**src/rtl/wpr_pkg.sv**
```systemverilog
package wpr_pkg;

  typedef enum logic [1:0] {
    EV_START = 2'd0,
    EV_DATA  = 2'd1,
    EV_STOP  = 2'd2,
    EV_READ  = 2'd3
  } ev_kind_e;

  typedef enum logic [2:0] {
    ACT_NONE    = 3'd0,
    ACT_VOL     = 3'd1,
    ACT_REG_NV  = 3'd2,
    ACT_ARR_NV  = 3'd3,
    ACT_DISCARD = 3'd4
  } act_e;

  typedef struct packed {
    logic       wpen;
    logic [1:0] bl;
  } nv_bits_t;

  localparam int unsigned BYTE_W = 8;
  localparam logic [BYTE_W-1:0] ZERO_MASK = 8'h61;

endpackage

```
**src/rtl/wpr_lock_decode.sv**
```systemverilog
module wpr_lock_decode #(
  parameter int unsigned ADDR_W   = 16,
  parameter int unsigned ARRAY_AW = 14
) (
  input  logic [ADDR_W-1:0] addr,
  input  logic [1:0]        bl,
  output logic              locked
);
  localparam int unsigned TOP = ARRAY_AW - 1;

  logic [1:0] quarter;
  assign quarter = addr[TOP -: 2];

  always_comb begin
    unique case (bl)
      2'b00:   locked = 1'b0;
      2'b01:   locked = (quarter == 2'b11);
      2'b10:   locked = quarter[1];
      default: locked = 1'b1;
    endcase
  end
endmodule

```
**src/rtl/wpr_write_policy.sv**
```systemverilog
module wpr_write_policy
  import wpr_pkg::*;
(
  input  logic              is_reg,
  input  logic              first_byte,
  input  logic [BYTE_W-1:0] data,
  input  logic              wel,
  input  logic              rwel,
  input  logic              hw_prot,
  input  logic              busy,
  input  logic              locked,
  output logic              ack,
  output act_e              act,
  output logic              next_wel,
  output logic              next_rwel,
  output nv_bits_t          stage
);
  logic illegal;
  assign illegal = |(data & ZERO_MASK);

  always_comb begin
    ack       = 1'b0;
    act       = ACT_NONE;
    next_wel  = wel;
    next_rwel = rwel;
    stage     = '{wpen: data[7], bl: data[4:3]};
    if (busy) begin
      ack = 1'b0;
    end else if (is_reg) begin
      if (!first_byte || illegal) begin
        ack = 1'b0;
      end else if (data[2:1] == 2'b11 && rwel) begin
        ack = 1'b1;
        act = hw_prot ? ACT_DISCARD : ACT_REG_NV;
      end else if (data == 8'h06 && wel) begin
        ack = 1'b1;
        act = ACT_VOL;
        next_wel  = 1'b1;
        next_rwel = 1'b1;
      end else if (data == 8'h02) begin
        ack = 1'b1;
        act = ACT_VOL;
        next_wel  = 1'b1;
        next_rwel = 1'b0;
      end else if (data == 8'h00) begin
        ack = 1'b1;
        act = ACT_VOL;
        next_wel  = 1'b0;
        next_rwel = 1'b0;
      end
    end else if (wel) begin
      ack = 1'b1;
      act = locked ? ACT_DISCARD : ACT_ARR_NV;
    end
  end
endmodule

```
**src/rtl/wpr_nv_timer.sv**
```systemverilog
module wpr_nv_timer #(
  parameter int unsigned NV_CYCLES = 8
) (
  input  logic clk,
  input  logic rst_n,
  input  logic start,
  output logic busy,
  output logic done
);
  localparam int unsigned CNT_W = $clog2(NV_CYCLES + 1);
  localparam logic [CNT_W-1:0] LOAD = CNT_W'(NV_CYCLES);

  logic [CNT_W-1:0] cnt_q;

  always_ff @(posedge clk or negedge rst_n) begin
    if (!rst_n)              cnt_q <= '0;
    else if (start)          cnt_q <= LOAD;
    else if (cnt_q != '0)    cnt_q <= cnt_q - 1'b1;
  end

  assign busy = (cnt_q != '0);
  assign done = (cnt_q == CNT_W'(1));
endmodule

```
**src/rtl/wpr_ctrl.sv**
```systemverilog
module wpr_ctrl
  import wpr_pkg::*;
#(
  parameter int unsigned ADDR_W    = 16,
  parameter int unsigned ARRAY_AW  = 14,
  parameter int unsigned NV_CYCLES = 8
) (
  input  logic              clk,
  input  logic              rst_n,
  input  logic              wp_pin,
  input  logic              evt_valid,
  output logic              evt_ready,
  input  logic [1:0]        evt_kind,
  input  logic [ADDR_W-1:0] evt_addr,
  input  logic [7:0]        evt_data,
  output logic              resp_valid,
  input  logic              resp_ready,
  output logic              resp_ack,
  output logic [7:0]        resp_rdata,
  output logic              addr_clr,
  output logic              arr_commit,
  output logic              wr_discard,
  output logic              nv_start,
  output logic              nv_busy
);
  localparam logic [ADDR_W-1:0] REG_ADDR = {ADDR_W{1'b1}};

  ev_kind_e          kind;
  logic              accept;
  logic [ADDR_W-1:0] cur_addr_q;
  logic              first_q;
  logic              wel_q, rwel_q;
  nv_bits_t          nv_q, stg_q;
  act_e              pend_q;
  logic              pend_wel_q, pend_rwel_q;
  nv_bits_t          pend_stg_q;

  logic              locked, hw_prot, is_reg;
  logic              pol_ack, pol_wel, pol_rwel;
  act_e              pol_act;
  nv_bits_t          pol_stg;
  logic              timer_start, timer_busy, timer_done;
  logic [7:0]        reg_value;

  assign kind      = ev_kind_e'(evt_kind);
  assign evt_ready = !resp_valid || resp_ready;
  assign accept    = evt_valid && evt_ready;
  assign hw_prot   = wp_pin && nv_q.wpen;
  assign is_reg    = (cur_addr_q == REG_ADDR);
  assign reg_value = {nv_q.wpen, 2'b00, nv_q.bl, rwel_q, wel_q, 1'b0};
  assign nv_busy   = timer_busy;

  wpr_lock_decode #(.ADDR_W(ADDR_W), .ARRAY_AW(ARRAY_AW)) u_lock (
    .addr   (cur_addr_q),
    .bl     (nv_q.bl),
    .locked (locked)
  );

  wpr_write_policy u_policy (
    .is_reg     (is_reg),
    .first_byte (first_q),
    .data       (evt_data),
    .wel        (wel_q),
    .rwel       (rwel_q),
    .hw_prot    (hw_prot),
    .busy       (timer_busy),
    .locked     (locked),
    .ack        (pol_ack),
    .act        (pol_act),
    .next_wel   (pol_wel),
    .next_rwel  (pol_rwel),
    .stage      (pol_stg)
  );

  assign timer_start = accept && (kind == EV_STOP) &&
                       (pend_q == ACT_REG_NV || pend_q == ACT_ARR_NV);

  wpr_nv_timer #(.NV_CYCLES(NV_CYCLES)) u_timer (
    .clk   (clk),
    .rst_n (rst_n),
    .start (timer_start),
    .busy  (timer_busy),
    .done  (timer_done)
  );

  // Transaction tracking: address, first-byte flag and pending action
  always_ff @(posedge clk or negedge rst_n) begin
    if (!rst_n) begin
      cur_addr_q  <= '0;
      first_q     <= 1'b1;
      pend_q      <= ACT_NONE;
      pend_wel_q  <= 1'b0;
      pend_rwel_q <= 1'b0;
      pend_stg_q  <= '0;
    end else if (accept) begin
      unique case (kind)
        EV_START: begin
          cur_addr_q <= evt_addr;
          first_q    <= 1'b1;
          pend_q     <= ACT_NONE;
        end
        EV_DATA: begin
          first_q <= 1'b0;
          if (pol_ack) begin
            pend_q      <= pol_act;
            pend_wel_q  <= pol_wel;
            pend_rwel_q <= pol_rwel;
            pend_stg_q  <= pol_stg;
          end else if (first_q) begin
            pend_q <= ACT_NONE;
          end
        end
        default: begin
          first_q <= 1'b1;
          pend_q  <= ACT_NONE;
        end
      endcase
    end
  end

  // Protection state: volatile latches, staged and committed sticky bits
  always_ff @(posedge clk or negedge rst_n) begin
    if (!rst_n) begin
      wel_q  <= 1'b0;
      rwel_q <= 1'b0;
      nv_q   <= '0;
      stg_q  <= '0;
    end else begin
      if (timer_done) nv_q <= stg_q;
      if (accept && kind == EV_STOP) begin
        unique case (pend_q)
          ACT_VOL: begin
            wel_q  <= pend_wel_q;
            rwel_q <= pend_rwel_q;
          end
          ACT_REG_NV: begin
            stg_q  <= pend_stg_q;
            rwel_q <= 1'b0;
          end
          ACT_ARR_NV: begin
            stg_q  <= nv_q;
            rwel_q <= 1'b0;
          end
          default: ;
        endcase
      end
    end
  end

  // Stop-time pulses
  always_ff @(posedge clk or negedge rst_n) begin
    if (!rst_n) begin
      arr_commit <= 1'b0;
      wr_discard <= 1'b0;
      nv_start   <= 1'b0;
    end else begin
      arr_commit <= accept && kind == EV_STOP && pend_q == ACT_ARR_NV;
      wr_discard <= accept && kind == EV_STOP && pend_q == ACT_DISCARD;
      nv_start   <= timer_start;
    end
  end

  // Response channel (one entry, held until taken)
  always_ff @(posedge clk or negedge rst_n) begin
    if (!rst_n) begin
      resp_valid <= 1'b0;
      resp_ack   <= 1'b0;
      resp_rdata <= '0;
      addr_clr   <= 1'b0;
    end else begin
      addr_clr <= 1'b0;
      if (accept && kind == EV_DATA) begin
        resp_valid <= 1'b1;
        resp_ack   <= pol_ack;
        resp_rdata <= '0;
      end else if (accept && kind == EV_READ) begin
        resp_valid <= 1'b1;
        resp_ack   <= (evt_addr == REG_ADDR);
        resp_rdata <= (evt_addr == REG_ADDR) ? reg_value : 8'h00;
        addr_clr   <= (evt_addr == REG_ADDR);
      end else if (resp_ready) begin
        resp_valid <= 1'b0;
      end
    end
  end
endmodule

```
**config.mk**
```make
export PLATFORM = sky130hd
export DESIGN_NAME = wpr_ctrl
export DESIGN_NICKNAME = d
export VERILOG_FILES = /design/src/rtl/wpr_pkg.sv /design/src/rtl/wpr_lock_decode.sv /design/src/rtl/wpr_write_policy.sv /design/src/rtl/wpr_nv_timer.sv /design/src/rtl/wpr_ctrl.sv
export SDC_FILE = /design/constraint.sdc
export NUM_CORES = 1
export LEC_CHECK = 0
export BUFFER_PORTS_ARGS = -buffer_cell sky130_fd_sc_hd__clkbuf_2
export CORE_ASPECT_RATIO = 1.5
export CORE_UTILIZATION = 45
export DETAILED_ROUTE_END_ITERATION = 16
export HOLD_SLACK_MARGIN = 0.06
export PLACE_DENSITY = 0.7
export SYNTH_ARGS = -nofsm -noshare
export SYNTH_HDL_FRONTEND = slang
export SYNTH_SLANG_ARGS = --single-unit
```
**constraint.sdc**
```tcl
create_clock -name clk -period 1.9 [get_ports clk]
set_input_delay 0.285 -clock clk [delete_from_list [all_inputs] [get_ports clk]]
set_output_delay 0.285 -clock clk [all_outputs]
set_load 0.005 [all_outputs]
```
# ---- After elaboration in Yosys (flattened, before gate mapping)
# Cells that the tools add are included.
dict set report totals {
  regBits 51
  wordCells 122
}
dict set report classes {
  eq_ne 17
  reduce_logical 32
  n_mux 51
  addsub 1
}
# operator n
set op_table {}
lappend op_table {{2-to-1 mux 3 bit} 12}
lappend op_table {{== test 16 bit (second input constant)} 2}
lappend op_table {{2-to-1 mux 1 bit} 31}
lappend op_table {{2-to-1 mux 8 bit} 3}
lappend op_table {{== test 2 bit (second input constant)} 5}
lappend op_table {{logical AND 1 bit} 10}
lappend op_table {{AND reduction 2 bit} 5}
lappend op_table {{== test 8 x 2 -> 1 bit (second input constant)} 1}
lappend op_table {{== test 8 x 3 -> 1 bit (second input constant)} 1}
lappend op_table {{zero test 8 bit} 1}
lappend op_table {{2-to-1 mux 4 bit} 2}
lappend op_table {{nonzero test 2 bit} 4}
lappend op_table {{== test 3 x 2 -> 1 bit (second input constant)} 2}
lappend op_table {{case mux 3 bit (2 select lines)} 1}
lappend op_table {{== test 2 x 1 -> 1 bit (second input constant)} 2}
lappend op_table {{== test 4 x 1 -> 1 bit (second input constant)} 1}
lappend op_table {{zero test 2 bit} 2}
lappend op_table {{nonzero test 4 bit} 1}
lappend op_table {{subtractor 4 x 1 -> 4 bit (second input constant)} 1}
lappend op_table {{== test 3 x 1 -> 1 bit (second input constant)} 1}
lappend op_table {{== test 3 bit (second input constant)} 1}
lappend op_table {{logical OR 1 bit} 3}
lappend op_table {{inequality test 3 bit (second input constant)} 1}
lappend op_table {{case mux 1 bit (3 select lines)} 1}
lappend op_table {{6 further kinds} 7}

# ---- Logic depth before layout (Yosys ltp)
dict set report depth {
  depth_word 10
  depth_mapped 8
  ltp_nobuf 6
}

# ---- Cells and area by module
# From an unflattened synthesis, not the netlist that was laid out.
dict set report unflattened {
  hier_cells 186
  hier_area_um2 2343.5
}
# mod cells_each seq_area_each_um2 area_each_um2 n_inst
set by_module_without_submodules {}
lappend by_module_without_submodules {wpr_ctrl 133 1102.3 1901.8 1}
lappend by_module_without_submodules {wpr_nv_timer 25 100.1 246.5 1}
lappend by_module_without_submodules {wpr_write_policy 25 0.0 181.4 1}
lappend by_module_without_submodules {wpr_lock_decode 3 0.0 13.8 1}

# ---- Worst setup path before layout
# No wires, ideal clock.
dict set report synth_path {
  path_type {input-to-reg}
  start {in evt_data[5]}
  end {reg pend_rwel_q}
  path_stages 6
  arrival_time_ns 1.849
  t_required_ns 1.775
  slack_ns -0.074
  setup_ns 0.125
  path_cell_list {or3_1 o31ai_1 nand4_1 a2111o_1 buf_6 mux2_4}
}
dict set report synth_between {
  elab_chain_len 9
}
# element line
set synth_rtl {}
lappend synth_rtl {{from (decl)} wpr_ctrl.sv:15} ;# input logic [7:0] evt_data,
lappend synth_rtl {{zero test 8 bit} wpr_write_policy.sv:45} ;# end else if (data == 8'h00) begin
lappend synth_rtl {{2-to-1 mux 1 bit} wpr_write_policy.sv:45}
lappend synth_rtl {{2-to-1 mux 1 bit} wpr_write_policy.sv:40} ;# end else if (data == 8'h02) begin
lappend synth_rtl {{2-to-1 mux 1 bit} wpr_write_policy.sv:35} ;# end else if (data == 8'h06 && wel) begin
lappend synth_rtl {{2-to-1 mux 1 bit} wpr_write_policy.sv:32} ;# end else if (data[2:1] == 2'b11 && rwel) begin
lappend synth_rtl {{2-to-1 mux 1 bit} wpr_write_policy.sv:30} ;# if (!first_byte || illegal) begin
lappend synth_rtl {{2-to-1 mux 1 bit} wpr_write_policy.sv:29} ;# end else if (is_reg) begin
lappend synth_rtl {{2-to-1 mux 1 bit} wpr_write_policy.sv:27} ;# if (busy) begin
lappend synth_rtl {{AND reduction 3 bit (no line)} -}
lappend synth_rtl {{to (signal assigned)} wpr_ctrl.sv:107} ;# pend_rwel_q <= pol_rwel;
lappend synth_rtl {{to (decl)} wpr_ctrl.sv:35} ;# logic pend_wel_q, pend_rwel_q;
# Several ways; a longest one is shown, not always the timed one.
# A chain may end at the register's enable or synchronous reset.

# ---- Final worst setup path
dict set report layout_path {
  start {reg cur_addr_q[11]}
  end {reg pend_rwel_q}
}
dict set report layout_between {
  elab_chain_len 4
}
# element line
set layout_rtl {}
lappend layout_rtl {{from (decl)} wpr_ctrl.sv:30} ;# logic [ADDR_W-1:0] cur_addr_q;
lappend layout_rtl {{from (signal assigned)} wpr_ctrl.sv:98} ;# cur_addr_q <= evt_addr;
lappend layout_rtl {{== test 16 bit *} wpr_ctrl.sv:49} ;# assign is_reg = (cur_addr_q == REG_ADDR);
lappend layout_rtl {{2-to-1 mux 1 bit} wpr_write_policy.sv:29}
lappend layout_rtl {{2-to-1 mux 1 bit} wpr_write_policy.sv:27}
lappend layout_rtl {{AND reduction 3 bit (no line)} -}
# Every way passes the cells marked *; elsewhere a longest branch is shown, timed or not.

==> flow_summary.json <==
{
  "worst_setup_path_start_kind": "register",
  "power.density_nw_per_um2": 938,
  "grt_pass1_wl_um": 7880,
  "hold_path_class": "input port to register",
  "grt_overflow": 0,
  "ant_nets": 0,
  "cts_sinks": 48,
  "yosysTopAreaCellShare_pct": 52.4,
  "cts.clk_slew.worst_paths_ns": 0.09,
  "netlist_area_sq_um": 2240,
  "drive_gt1_share_pct": 39.5,
  "hold_viol_final": 0,
  "area_growth_pct": 25.5,
  "p_leak_nw": 1.36,
  "dp_slack_ns": -0.297,
  "ys_ff_latch": 48,
  "grt_max_degree": 30,
  "cts_htree_levels": 2,
  "synth_compound_area_share_pct": 8.14,
  "portBuffers": 43,
  "postSynthCellCount": 199,
  "tightestPinTransition_ns": 0.505,
  "regArea_sq_um": 1200,
  "violations": "setup timing",
  "yosysUniqueCellTypes": 40,
  "drc": 0,
  "die_w_um": 59.7,
  "cts-root-buf": "clkbuf_8",
  "p_int_w": 0.00191,
  "clockBufferDepth": 2,
  "synth-xor-area-share_pct": 0.781,
  "yosysMostFrequentCell": "dfrtp_1",
  "setup.worst_path.end_class": "register",
  "synth_flop_cell": "dfrtp_1",
  "p_switching_w": 0.000726,
  "syn_avg_cell_area_sq_um": 11.3,
  "p_seq_share_pct": 50.1,
  "synth_top_area_cell": "dfrtp_1",
  "antenna_found_initial": 0,
  "drt_pass1_iterations": 4,
  "ys_warn_count": 0,
  "final_area_sq_um": 2820,
  "gp_congestion": 0.858,
  "drt-vias-per-instance": 5.17,
  "design.die.area_sq_um": 5280,
  "fillCellCount": 446,
  "hold_slack_ns": 0.225,
  "required_ns": 2.09,
  "multi_input_area_sq_um": 992,
  "arrival_ns": 2.21,
  "synthAdderAreaFrac_pct": 1.67,
  "cp_max_fo": 7,
  "routedWlPerCell_um": 13.7,
  "worstSetupPathType": "register to register",
  "setup_viol": 8,
  "synth_edf_count": 0,
  "max_freq_ghz": 0.495,
  "postSynth.asyncResetShare_pct": 100,
  "synth_common_cells": "dfrtp_1, nand2_1, mux2_2, nand4_1, nor2_1",
  "clkLatencyLatePin_ns": 0.30,
  "seq_area_frac_synth_pct": 53.6,
  "drt-initial-drc-count": 33,
  "hpwl_um": 3600,
  "combPwrFrac_pct": 22.3,
  "placed_area_sq_um": 2640,
  "swShare_pct": 27.5,
  "fp.dieH_um": 88.5,
  "drv_slew": 0,
  "synth_top_family_by_area": "simple AND/OR/NAND/NOR gates",
  "synthMuxAreaShare_pct": 15.2,
  "dr_total_vias": 1700,
  "run_status": "finished, violations left",
  "maxSlewHeadroom_pct": 66.4,
  "skew_ns": 0.00532,
  "row_count": 31,
  "synth-simple-area-share_pct": 16.5,
  "antenna_cells": 0,
  "fin_ws_ns": -0.122,
  "rsz0062_at_grt": "true",
  "grt_pass1_vias": 1805,
  "detail_route.wirelength_um": 4520,
  "core_area_sq_um": 4810,
  "ios": 47,
  "clockPowerShare_pct": 27.6,
  "numCtsBuffers": 5,
  "ys_top_cells_by_area": "dfrtp_1, mux2_2, nand2_1, mux2_4, nand4_1",
  "ir_worst_vdd_uv": 550,
  "period_minus_slack_ns": 2.02,
  "cts_tree": "yes",
  "final_nets": 296,
  "post-route-period-util_pct": 106,
  "grt_util_all_layers_pct": 19.9,
  "cap_violations": 0,
  "start_util_pct": 46.6
}
critical path, cell delays in order (launching register included):
cell and delay (ns):
dfrtp_1 0.36, nand4_1 0.20, nor4_4 0.35, nand4_1 0.13, a2111o_1 0.42, buf_12 0.16, mux2_4 0.29
through the flow:
stage	setup TNS [ns]	power [W]	instances	utilization [%]
final	-0.647	0.00264	329	58.5
after global routing	-1.55	0.00280	329	58.5
after CTS	-0.469	0.00267	329	57.9
after detailed placement	-2.26	0.00194	318	54.8
after global placement	-1.77	0.00192	318	54.8
after floorplan	-0.0768	0.00167	201	-
worst paths after layout:
check | start | to | slack (ns) | cells past startpoint
max | cur_addr_q[11]$_DFFE_PN0P_ | pend_rwel_q$_DFFE_PN0P_ | -0.12 | 6
min | evt_data[7] | pend_stg_q[2]$_DFFE_PN0P_ | 0.23 | 2
max in group asynchronous | rst_n | first_q$_DFFE_PN1P_ | 0.83 | 3
min reg2reg | stg_q[1]$_DFFE_PN0P_ | stg_q[1]$_DFFE_PN0P_ | 0.48 | 2
max reg2reg | cur_addr_q[11]$_DFFE_PN0P_ | pend_rwel_q$_DFFE_PN0P_ | -0.12 | 6
min in group asynchronous | rst_n | nv_q[2]$_DFFE_PN0P_ | 0.47 | 2
placed cells by master (no fill, tap or decap), types with 3 or more instances in the layout:
cell type / count
ha_1: 3
nand4_1: 11
o21ai_0: 9
buf_4: 17
mux2i_1: 3
or3_1: 4
clkbuf_2: 43
nand2_1: 22
dfrtp_1: 47
conb_1: 3
and2_1: 3
clkbuf_8: 5
nor3_1: 4
nor2_1: 11
mux2_2: 20
mux2_4: 6
nand3_1: 4
inv_1: 9
routing by layer:
layer	routed length, um	vias to the layer above	track usage, %
met1	1790	831	21.3
met5	0	-	0
met3	141	7	4.09
met4	91	0	8.03
li1	-	825	-
met2	2500	37	37.0
cells by family (layout without fill, tap and decap cells):
| family | after synthesis | count (layout) |
|---|---|---|
| AOI/OAI and AO/OA | 27 | 27 |
| xor gates and xnor gates | 2 | 2 |
| adders and majority gates | 3 | 3 |
| buffers and inverters | 18 | 80 |
| DFF | 48 | 48 |
| muxes | 29 | 29 |
| other | 1 | 3 |
| and+or+nand+nor | 71 | 71 |
cell type report:
type	instances	area share, %
clock buffer	5	2.44
multi-input combinational	135	35.2
tap	66	2.93
sequential	48	42.7
clock inverter	3	1.51
timing repair buffer	63	14.0
inverter	9	1.20
flip-flops by register name, summed over array words and instances, names as in the netlist:
name and count:
wr_discard 1, resp_valid 1, stg_q 3, pend_wel_q 1, addr_clr 1, nv_q 3, pend_stg_q 3, arr_commit 1
nv_start 1, resp_ack 1, first_q 1, rwel_q 1, wel_q 1, u_timer.cnt_q 4, pend_rwel_q 1, cur_addr_q 16
pend_q 3, resp_rdata 5
power groups by stage:
stage,sequential [W],combinational (W),clock [W]
floorplan,0.00130,0.000373,0
global placement,0.00134,0.000581,0
detailed placement,0.00135,0.000595,0
CTS,0.00133,0.000599,0.000741
global route,0.00135,0.000675,0.000777
finish,0.00132,0.000590,0.000728
repair_timing:
item / 4_1_cts / 5_1_grt
cloned: 0 / 0
hold buffers: 1 / 0
buffers inserted: 2 / 1
pin swaps: 4 / 4
resized for setup: 0 / 7
endpoints found under the hold margin: 19 / 0
setup endpoints to repair: 8 / 16
Power figures use the tool's default switching activity.
